### config.mk
export PLATFORM = sky130hd
export DESIGN_NAME = flow_rmw_pipe
export DESIGN_NICKNAME = d
export VERILOG_FILES = /design/src/rtl/flow_rmw_pkg.sv /design/src/rtl/flow_rmw_ctrl.sv /design/src/rtl/flow_rmw_dp.sv /design/src/rtl/flow_rmw_pipe.sv
export SDC_FILE = /design/constraint.sdc
export NUM_CORES = 1
export LEC_CHECK = 0
export BUFFER_PORTS_ARGS = -buffer_cell sky130_fd_sc_hd__buf_2
export CORE_MARGIN = 2
export CORE_UTILIZATION = 50
export CTS_CLUSTER_DIAMETER = 80
export DETAILED_ROUTE_END_ITERATION = 7
export GPL_TIMING_DRIVEN = 0
export PLACE_DENSITY = 0.66
export SYNTH_ARGS = -nofsm -noshare
export SYNTH_HDL_FRONTEND = slang
export SYNTH_SLANG_ARGS = --single-unit
export TNS_END_PERCENT = 1
### constraint.sdc
create_clock -name clk -period 4.4 [get_ports clk]
set_clock_uncertainty 0.05 [all_clocks]
set_input_delay 0.66 -clock clk [delete_from_list [all_inputs] [get_ports clk]]
set_output_delay 0.66 -clock clk [all_outputs]
set_load 0.005 [all_outputs]
### src/rtl/flow_rmw_pkg.sv
package flow_rmw_pkg;
  typedef struct packed {
    logic load;   // capture a new header into stage 1
    logic wrEn;   // last stage is valid: write its result back
  } rmw_strobe_t;
endpackage

### src/rtl/flow_rmw_ctrl.sv
module flow_rmw_ctrl
  import flow_rmw_pkg::*;
#(
  parameter int NUM_STAGES = 4,
  parameter int TAG_W      = 4
) (
  input  logic                        clk,
  input  logic                        rst_n,
  input  logic                        inValid,
  input  logic [TAG_W-1:0]            inTag,
  input  logic                        hazClear,
  output rmw_strobe_t                 strobe,
  output logic [NUM_STAGES-1:0]       stageValid,
  output logic [NUM_STAGES*TAG_W-1:0] stageTag,
  output logic                        hazardFlag
);
  logic [NUM_STAGES-1:0] vldQ;
  logic [TAG_W-1:0]      tagQ [NUM_STAGES];
  logic                  hazHit;
  logic                  hazSet;

  always_ff @(posedge clk) begin
    if (!rst_n) begin
      vldQ <= '0;
      for (int s = 0; s < NUM_STAGES; s++) tagQ[s] <= '0;
    end else begin
      vldQ[0] <= inValid;
      if (inValid) tagQ[0] <= inTag;
      for (int s = 1; s < NUM_STAGES; s++) begin
        vldQ[s] <= vldQ[s-1];
        tagQ[s] <= tagQ[s-1];
      end
    end
  end

  // Only stages whose write-back lies after this read can collide;
  // the last stage's result is forwarded to the read.
  generate
    if (NUM_STAGES > 1) begin : g_hit
      logic [NUM_STAGES-2:0] matchVec;
      for (genvar s = 0; s < NUM_STAGES-1; s++) begin : g_cmp
        assign matchVec[s] = vldQ[s] && (tagQ[s] == inTag);
      end
      assign hazHit = |matchVec;
    end else begin : g_nohit
      assign hazHit = 1'b0;
    end
  endgenerate

  assign hazSet = inValid && hazHit;

  always_ff @(posedge clk) begin
    if (!rst_n)        hazardFlag <= 1'b0;
    else if (hazSet)   hazardFlag <= 1'b1;
    else if (hazClear) hazardFlag <= 1'b0;
  end

  assign strobe.load = inValid;
  assign strobe.wrEn = vldQ[NUM_STAGES-1];
  assign stageValid  = vldQ;

  generate
    for (genvar s = 0; s < NUM_STAGES; s++) begin : g_tagOut
      assign stageTag[s*TAG_W +: TAG_W] = tagQ[s];
    end
    for (genvar s = 1; s < NUM_STAGES; s++) begin : g_advChk
      AST_STAGE_ADVANCE: assert property (@(posedge clk) disable iff (!rst_n)
        stageValid[s-1] |=> stageValid[s]);
    end
  endgenerate

  AST_ENTRY_VALID: assert property (@(posedge clk) disable iff (!rst_n)
    inValid |=> stageValid[0]);
  AST_IDLE_EMPTY: assert property (@(posedge clk) disable iff (!rst_n)
    !inValid |=> !stageValid[0]);
  AST_HAZ_STICKY: assert property (@(posedge clk) disable iff (!rst_n)
    (hazardFlag && !hazClear) |=> hazardFlag);
  AST_HAZ_CLEARS: assert property (@(posedge clk) disable iff (!rst_n)
    (hazClear && !inValid) |=> !hazardFlag);
endmodule

### src/rtl/flow_rmw_dp.sv
module flow_rmw_dp
  import flow_rmw_pkg::*;
#(
  parameter int NUM_STAGES = 4,
  parameter int KEY_W      = 16,
  parameter int IDX_W      = 4,
  parameter int DATA_W     = 32
) (
  input  logic              clk,
  input  logic              rst_n,
  input  rmw_strobe_t       strobe,
  input  logic [KEY_W-1:0]  inKey,
  output logic [KEY_W-1:0]  doneKey,
  output logic [DATA_W-1:0] doneValue
);
  localparam int DEPTH = 1 << IDX_W;
  localparam int LAST  = NUM_STAGES - 1;

  logic [DATA_W-1:0] stateMem [DEPTH];
  logic [KEY_W-1:0]  keyQ [NUM_STAGES];
  logic [DATA_W-1:0] valQ [NUM_STAGES];
  logic [IDX_W-1:0]  rdIdx;
  logic [IDX_W-1:0]  wbIdx;
  logic [DATA_W-1:0] rdVal;

  function automatic logic [DATA_W-1:0] satInc(input logic [DATA_W-1:0] v);
    return (&v) ? v : v + DATA_W'(1);
  endfunction

  assign rdIdx = inKey[IDX_W-1:0];
  assign wbIdx = keyQ[LAST][IDX_W-1:0];
  // forward the value being written this edge to a same-entry read
  assign rdVal = (strobe.wrEn && (wbIdx == rdIdx)) ? valQ[LAST] : stateMem[rdIdx];

  always_ff @(posedge clk) begin
    if (!rst_n) begin
      for (int i = 0; i < DEPTH; i++) stateMem[i] <= '0;
    end else if (strobe.wrEn) begin
      stateMem[wbIdx] <= valQ[LAST];
    end
  end

  always_ff @(posedge clk) begin
    if (!rst_n) begin
      for (int s = 0; s < NUM_STAGES; s++) keyQ[s] <= '0;
    end else begin
      if (strobe.load) keyQ[0] <= inKey;
      for (int s = 1; s < NUM_STAGES; s++) keyQ[s] <= keyQ[s-1];
    end
  end

  generate
    if (NUM_STAGES == 1) begin : g_single
      always_ff @(posedge clk) begin
        if (!rst_n)           valQ[0] <= '0;
        else if (strobe.load) valQ[0] <= satInc(rdVal);
      end
    end else begin : g_multi
      always_ff @(posedge clk) begin
        if (!rst_n) begin
          for (int s = 0; s < NUM_STAGES; s++) valQ[s] <= '0;
        end else begin
          if (strobe.load) valQ[0] <= rdVal;
          for (int s = 1; s < LAST; s++) valQ[s] <= valQ[s-1];
          valQ[LAST] <= satInc(valQ[LAST-1]);
        end
      end
    end
  endgenerate

  assign doneKey   = keyQ[LAST];
  assign doneValue = valQ[LAST];

  AST_WB_STORED: assert property (@(posedge clk) disable iff (!rst_n)
    strobe.wrEn |=> (stateMem[$past(wbIdx)] == $past(valQ[LAST])));
  AST_RESULT_NONZERO: assert property (@(posedge clk) disable iff (!rst_n)
    strobe.wrEn |-> (doneValue != '0));
endmodule

### src/rtl/flow_rmw_pipe.sv
module flow_rmw_pipe
  import flow_rmw_pkg::*;
#(
  parameter int NUM_STAGES = 4,
  parameter int KEY_W      = 16,
  parameter int TAG_W      = 4,
  parameter int IDX_W      = 4,
  parameter int DATA_W     = 32
) (
  input  logic                        clk,
  input  logic                        rst_n,
  input  logic                        inValid,
  input  logic [KEY_W-1:0]            inKey,
  input  logic [TAG_W-1:0]            inTag,
  input  logic                        hazClear,
  output logic [NUM_STAGES-1:0]       stageValid,
  output logic [NUM_STAGES*TAG_W-1:0] stageTag,
  output logic                        hazardFlag,
  output logic                        doneValid,
  output logic [KEY_W-1:0]            doneKey,
  output logic [DATA_W-1:0]           doneValue
);
  rmw_strobe_t strobe;

  flow_rmw_ctrl #(.NUM_STAGES(NUM_STAGES), .TAG_W(TAG_W)) u_ctrl (
    .clk(clk), .rst_n(rst_n), .inValid(inValid), .inTag(inTag),
    .hazClear(hazClear), .strobe(strobe), .stageValid(stageValid),
    .stageTag(stageTag), .hazardFlag(hazardFlag)
  );

  flow_rmw_dp #(.NUM_STAGES(NUM_STAGES), .KEY_W(KEY_W), .IDX_W(IDX_W),
                .DATA_W(DATA_W)) u_dp (
    .clk(clk), .rst_n(rst_n), .strobe(strobe), .inKey(inKey),
    .doneKey(doneKey), .doneValue(doneValue)
  );

  assign doneValid = stageValid[NUM_STAGES-1];

  AST_DONE_KEEPS_WRITING: assert property (@(posedge clk) disable iff (!rst_n)
    doneValid |-> strobe.wrEn);
endmodule

==> impl_metrics.env, run 1 <==
export IMPL_drive_above_1_share=0.168
export IMPL_hold_path_depth=2
export IMPL_worstRegToRegCells=4
export IMPL_synthesis_nets=2191
export IMPL_status="complete, but fails checks"
export IMPL_relSlewSlack=0.0150
export IMPL_layout_commonest_cell="and2_1"
export IMPL_crit_path_start_kind="register"
export IMPL_ys_flop_type="edfxtp_1"
export IMPL_die_x_um=250
export IMPL_critical_path_slowest_cell="nor3_1"
export IMPL_worstReg2RegStart="u_dp.keyQ[0][49]"
export IMPL_worst_slew_pin_slew_ns=1.47
export IMPL_drc=0
export IMPL_nets=2378
export IMPL_worst_slack_ns=0.834
export IMPL_hold_viol_final=0
export IMPL_rows=90
export IMPL_synth_edff_count=528
export IMPL_port_buffers=91
export IMPL_grt_pass1_vias=18731
export IMPL_yosys_register_bits=725
export IMPL_rsz0062_at_grt="no"
export IMPL_syn_area_mm2=0.0303
export IMPL_vias=18694
export IMPL_io_pins=94
export IMPL_start_util=0.504
export IMPL_firstDrtPassIters=6
export IMPL_hold_ws_ns=0.212
export IMPL_final_core_util=0.576
export IMPL_clk_latency_ns=0.61
export IMPL_path_cells="nand4_1, nor3_1, nand2b_2, buf_12"
export IMPL_area_growth_syn_to_layout_pct=14.3
export IMPL_synth_cell_types=49
export IMPL_dpl_cell_count=3057
export IMPL_die_y_um=250
export IMPL_dpl_hpwl_um=55300
export IMPL_dieArea_mm2=0.0626
export IMPL_vdd_drop_max_uv=392
export IMPL_hold_path_end="u_ctrl.hazardFlag"
export IMPL_endpoint_kind="register"
export IMPL_hold_class="in -> reg"
export IMPL_async_reset_ff_frac=0
export IMPL_crit_family="simple AND/OR/NAND/NOR gates"
export IMPL_core_mm2=0.0601
export IMPL_clkSinkCount=725
export IMPL_yosysTopAreaCellShare=0.523
export IMPL_grt_max_degree=23
export IMPL_cts_clk_slew_worst_paths_ns=0.06
export IMPL_setup_violations=0
export IMPL_cp_max_fo=22
export IMPL_cts_tree="done"
export IMPL_gp_congestion=0.881
export IMPL_min_delay_start="hazClear"
export IMPL_syn_area_per_cell_um2=14.0
export IMPL_root_buffer="clkbuf_16"
export IMPL_period_minus_slack_ns=3.57
export IMPL_grt_usage=0.259
export IMPL_cts_resized=0
export IMPL_synthCells=2166
export IMPL_max_stage_delay_ns=1.29
export IMPL_fill_cells=4754
export IMPL_power_mw=14.6
export IMPL_drtIter0Drc=2041
export IMPL_path_buf_inv=1
export IMPL_seq_area_mm2=0.0198
export IMPL_drv_cap=1
export IMPL_failed_checks="max-capacitance violations"
export IMPL_cts_made_buffers=76
export IMPL_totalNegativeSetupSlack_ns=0
export IMPL_wl_um=80600
export IMPL_clock_path_buffers=3
export IMPL_htreeDepth=3
export IMPL_antenna_found_initial=2
export IMPL_r2r_end="u_dp.stateMem[3][17]"
export IMPL_yosysWarnings=0
export IMPL_grt_pass1_wl_um=119000
export IMPL_yosys_area_top_type="edfxtp_1"
export IMPL_p_per_area_mw_per_mm2=423
export IMPL_antenna_cells=0
export IMPL_avgViaCountPerCell=5.86
export IMPL_multi_input_area_mm2=0.00980
export IMPL_arrival_ns=3.81
export IMPL_cp_required_ns=4.65
export IMPL_postRouteAntennaNets=0
export IMPL_final_cell_mix="and2_1, edfxtp_1, dfxtp_1, clkbuf_1, mux4_2"
export IMPL_post_cts_setup_buffer_count=0
export IMPL_yosysSeqAreaShare=0.653
export IMPL_drv_slew=0
export IMPL_synthTopCellsByArea="edfxtp_1, and2_1, dfxtp_1"
export IMPL_dp_slack_ns=0.805
export IMPL_finalCritPeriodShare=0.810
export IMPL_worstSetupPathType="reg -> reg"
export IMPL_stdcell_count=3192
export IMPL_routedWlPerCell_um=25.3
export IMPL_cts_hold_buf=0
export IMPL_fin_area_mm2=0.0346
export IMPL_leakage_nw=12.8
export IMPL_timing_fmax_mhz=280
export IMPL_placed_area_mm2=0.0323
export IMPL_grt_ovfl_total=0
export IMPL_r2r_slack_ns=0.83
## layout make-up
cell class	instances	share of cell area
Sequential cell	725	0.572
Multi-Input combinational cell	1245	0.283
Inverter	6	0.000650
Tap cell	782	0.0282
Timing Repair Buffer	109	0.0249
Clock inverter	33	0.00733
Clock buffer	102	0.0605
Buffer	190	0.0239
## cell usage after synthesis (all sizes together) (4+ instances only)
cell type	number
and2	641
edfxtp	528
dfxtp	197
clkbuf	148
mux4	128
nand2	124
a22oi	64
o21ai	54
buf	42
a31oi	36
nor2	29
and3	22
a21oi	16
nand4	14
xnor2	13
nand2b	12
nand3	12
or3	10
mux2i	9
xor2	9
nor3	8
nor4	7
inv	5
o31ai	5
or4	5
o21a	4
## how the worst max path moves through the flow
| stage | cells after the start | from | end |
|---|---|---|---|
| global placement | 5 | rst_n | u_dp.stateMem[12][29] |
| finish | 4 | u_dp.keyQ[0][49] | u_dp.stateMem[3][17] |
| global route | 4 | u_dp.keyQ[0][49] | u_dp.stateMem[3][5] |
| CTS | 4 | u_dp.keyQ[0][49] | u_dp.stateMem[2][15] |
| floorplan | 4 | rst_n | u_dp.stateMem[12][0] |
| detailed placement | 5 | rst_n | u_dp.stateMem[2][18] |
## per-layer routing
layer	up-vias	GRT usage	routed length, um
met2	910	0.407	37700
met5	-	0	0
met4	0	0.0973	2780
met3	170	0.0425	6440
li1	8147	-	-
met1	9467	0.365	33700
## report_power, final
group          total, mW  switching, mW  internal, mW
registers           7.65          0.102          7.55
clock network       6.17           2.60          3.57
logic              0.813          0.494         0.319
## kinds of logic (layout without fill, tap and decap cells)
logic type                 Yosys count  in the layout  share of synthesized area
DFF                                725            725                      0.653
muxes                              137            137                     0.0981
and+or+nand+nor                    898            898                      0.174
buffers and inverters              196            440                     0.0280
xor gates and xnor gates            22             22                    0.00636
AOI/OAI and AO/OA                  187            187                     0.0393
adders and majority gates            1              1                   0.000413
## flip-flops by register name (all words and copies together), names as in the netlist
register           cells
u_ctrl.hazardFlag      1
u_ctrl.stageValid      4
u_ctrl.tagQ           16
u_dp.keyQ             64
u_dp.stateMem        512
u_dp.valQ            128
Note: power is estimated with default switching activity, not from simulation.
==> inputs of run 2 (changes only) <==
- clock period: 4.4 -> 3.4 ns (I/O delays scaled with it)
==> run 2 against run 1 <==
Effect of this change: the run now ends clean; wire length increased by 0.12%; combinational power increased by 29%; sequential share of layout area increased by 0.079 points; non-clock buffer count decreased by 1; clock-buffer cell count decreased by 3; utilization decreased by 0.079 points; first-iteration DRC count increased by 1.7%; hold slack got worse by 0.18 ns; register-to-register slack got worse by 0.80 ns; clock power increased by 28%.
==> impl_metrics.env, run 2 (same netlist as run 1, synthesis figures left out) <==
export IMPL_worstSetupPathType="reg -> reg"
export IMPL_largest_reg_flops=512
export IMPL_drv_slew=0
export IMPL_clk_latency_ns=0.63
export IMPL_worstRegToRegCells=4
export IMPL_root_buffer="clkbuf_16"
export IMPL_grt_ovfl_total=0
export IMPL_timing_fmax_mhz=298
export IMPL_p_per_area_mw_per_mm2=545
export IMPL_dpl_hpwl_um=55200
export IMPL_layout_commonest_cell="and2_1"
export IMPL_cts_hold_buf=0
export IMPL_hold_viol_final=0
export IMPL_cts_tree="done"
export IMPL_worst_slew_pin_slew_ns=1.26
export IMPL_port_buffers=91
export IMPL_rows=90
export IMPL_finalCritPeriodShare=0.989
export IMPL_area_growth_syn_to_layout_pct=14.1
export IMPL_hold_class="in -> reg"
export IMPL_dpl_cell_count=3056
export IMPL_core_mm2=0.0601
export IMPL_firstDrtPassIters=7
export IMPL_setup_violations=0
export IMPL_path_buf_inv=1
export IMPL_post_cts_setup_buffer_count=0
export IMPL_die_y_um=250
export IMPL_cp_required_ns=3.65
export IMPL_final_core_util=0.575
export IMPL_hold_path_end="u_ctrl.hazardFlag"
export IMPL_worstReg2RegStart="u_dp.keyQ[0][49]"
export IMPL_final_cell_mix="and2_1, edfxtp_1, dfxtp_1, clkbuf_1, mux4_2"
export IMPL_cts_made_buffers=74
export IMPL_hold_ws_ns=0.0353
export IMPL_cts_resized=0
export IMPL_crit_path_start_kind="register"
export IMPL_clkSinkCount=725
export IMPL_routedWlPerCell_um=25.3
export IMPL_antenna_found_initial=1
export IMPL_path_cells="nand4b_1, nor3_1, nand2b_2, buf_12"
export IMPL_hold_path_depth=2
export IMPL_period_minus_slack_ns=3.36
export IMPL_die_x_um=250
export IMPL_avgViaCountPerCell=5.85
export IMPL_stdcell_count=3192
export IMPL_nets=2375
export IMPL_min_delay_start="hazClear"
export IMPL_dieArea_mm2=0.0626
export IMPL_grt_pass1_vias=18458
export IMPL_reg_top3="u_dp.stateMem (512), u_dp.valQ (128), u_dp.keyQ (64)"
export IMPL_relSlewSlack=0.156
export IMPL_wl_um=80700
export IMPL_drtIter0Drc=2076
export IMPL_grt_usage=0.259
export IMPL_cp_max_fo=22
export IMPL_io_pins=94
export IMPL_drv_cap=0
export IMPL_htreeDepth=3
export IMPL_drc=0
export IMPL_leakage_nw=12.8
export IMPL_cts_clk_slew_worst_paths_ns=0.06
export IMPL_vias=18665
export IMPL_status="complete, no violations"
export IMPL_max_stage_delay_ns=1.10
export IMPL_crit_family="simple AND/OR/NAND/NOR gates"
export IMPL_start_util=0.504
export IMPL_drive_above_1_share=0.170
export IMPL_top_register="u_dp.stateMem"
export IMPL_fin_area_mm2=0.0346
export IMPL_endpoint_kind="register"
export IMPL_grt_max_degree=23
export IMPL_critical_path_slowest_cell="nor3_1"
export IMPL_r2r_end="u_dp.stateMem[2][18]"
export IMPL_clock_path_buffers=3
export IMPL_rsz0062_at_grt="no"
export IMPL_postRouteAntennaNets=0
export IMPL_arrival_ns=3.61
export IMPL_r2r_slack_ns=0.04
export IMPL_gp_congestion=0.878
export IMPL_placed_area_mm2=0.0323
export IMPL_vdd_drop_max_uv=388
export IMPL_grt_pass1_wl_um=119000
==> run 2: metal layers <==
metal / track usage / vias up / wire length, um
li1: - / 8139 / -
met4: 0.0862 / 0 / 2520
met3: 0.0434 / 161 / 6100
met5: 0 / - / 0
met2: 0.415 / 843 / 38700
met1: 0.364 / 9522 / 33400
==> run 2: worst max-delay path by stage <==
stage,from,to,cells past startpoint
3_3_place_gp,rst_n,u_dp.stateMem[4][19],5
6_report,u_dp.keyQ[0][49],u_dp.stateMem[2][18],4
2_1_floorplan,rst_n,u_dp.stateMem[4][0],4
3_5_place_dp,rst_n,u_dp.stateMem[12][21],6
4_1_cts,u_dp.keyQ[0][49],u_dp.stateMem[2][18],4
5_1_grt,u_ctrl.stageValid[3],u_dp.stateMem[2][4],4
==> run 2: final cells by class <==
| type | count | area [um^2] |
|---|---|---|
| Fill cell | 4814 | 25500 |
| Sequential cell | 725 | 19800 |
| Multi-Input combinational cell | 1245 | 9800 |
| Clock buffer | 99 | 2120 |
| Tap cell | 782 | 978 |
| Buffer | 190 | 827 |
| Timing Repair Buffer | 108 | 826 |
| Clock inverter | 36 | 213 |
| Inverter | 6 | 22.5 |
| Antenna cell | 1 | 2.50 |
==> run 2: report_power, final <==
part / switching (mW) / total, mW / internal [mW] / leakage (nW)
registers: 0.132 / 9.90 / 9.77 / 7.06
clock network: 3.44 / 7.91 / 4.47 / 1.16
logic: 0.637 / 1.05 / 0.409 / 4.61
==> run 2: stage by stage <==
step | TNS (ns) | power, mW | worst slack, ns
3_5_place_dp | 0 | 11.1 | 0.0143
2_1_floorplan | -84.15 | 10.7 | -0.433
5_1_grt | 0 | 19.3 | 0.0264
6_report | 0 | 18.9 | 0.0389
3_3_place_gp | -1131.17 | 11.1 | -3.05
4_1_cts | 0 | 18.9 | 0.186
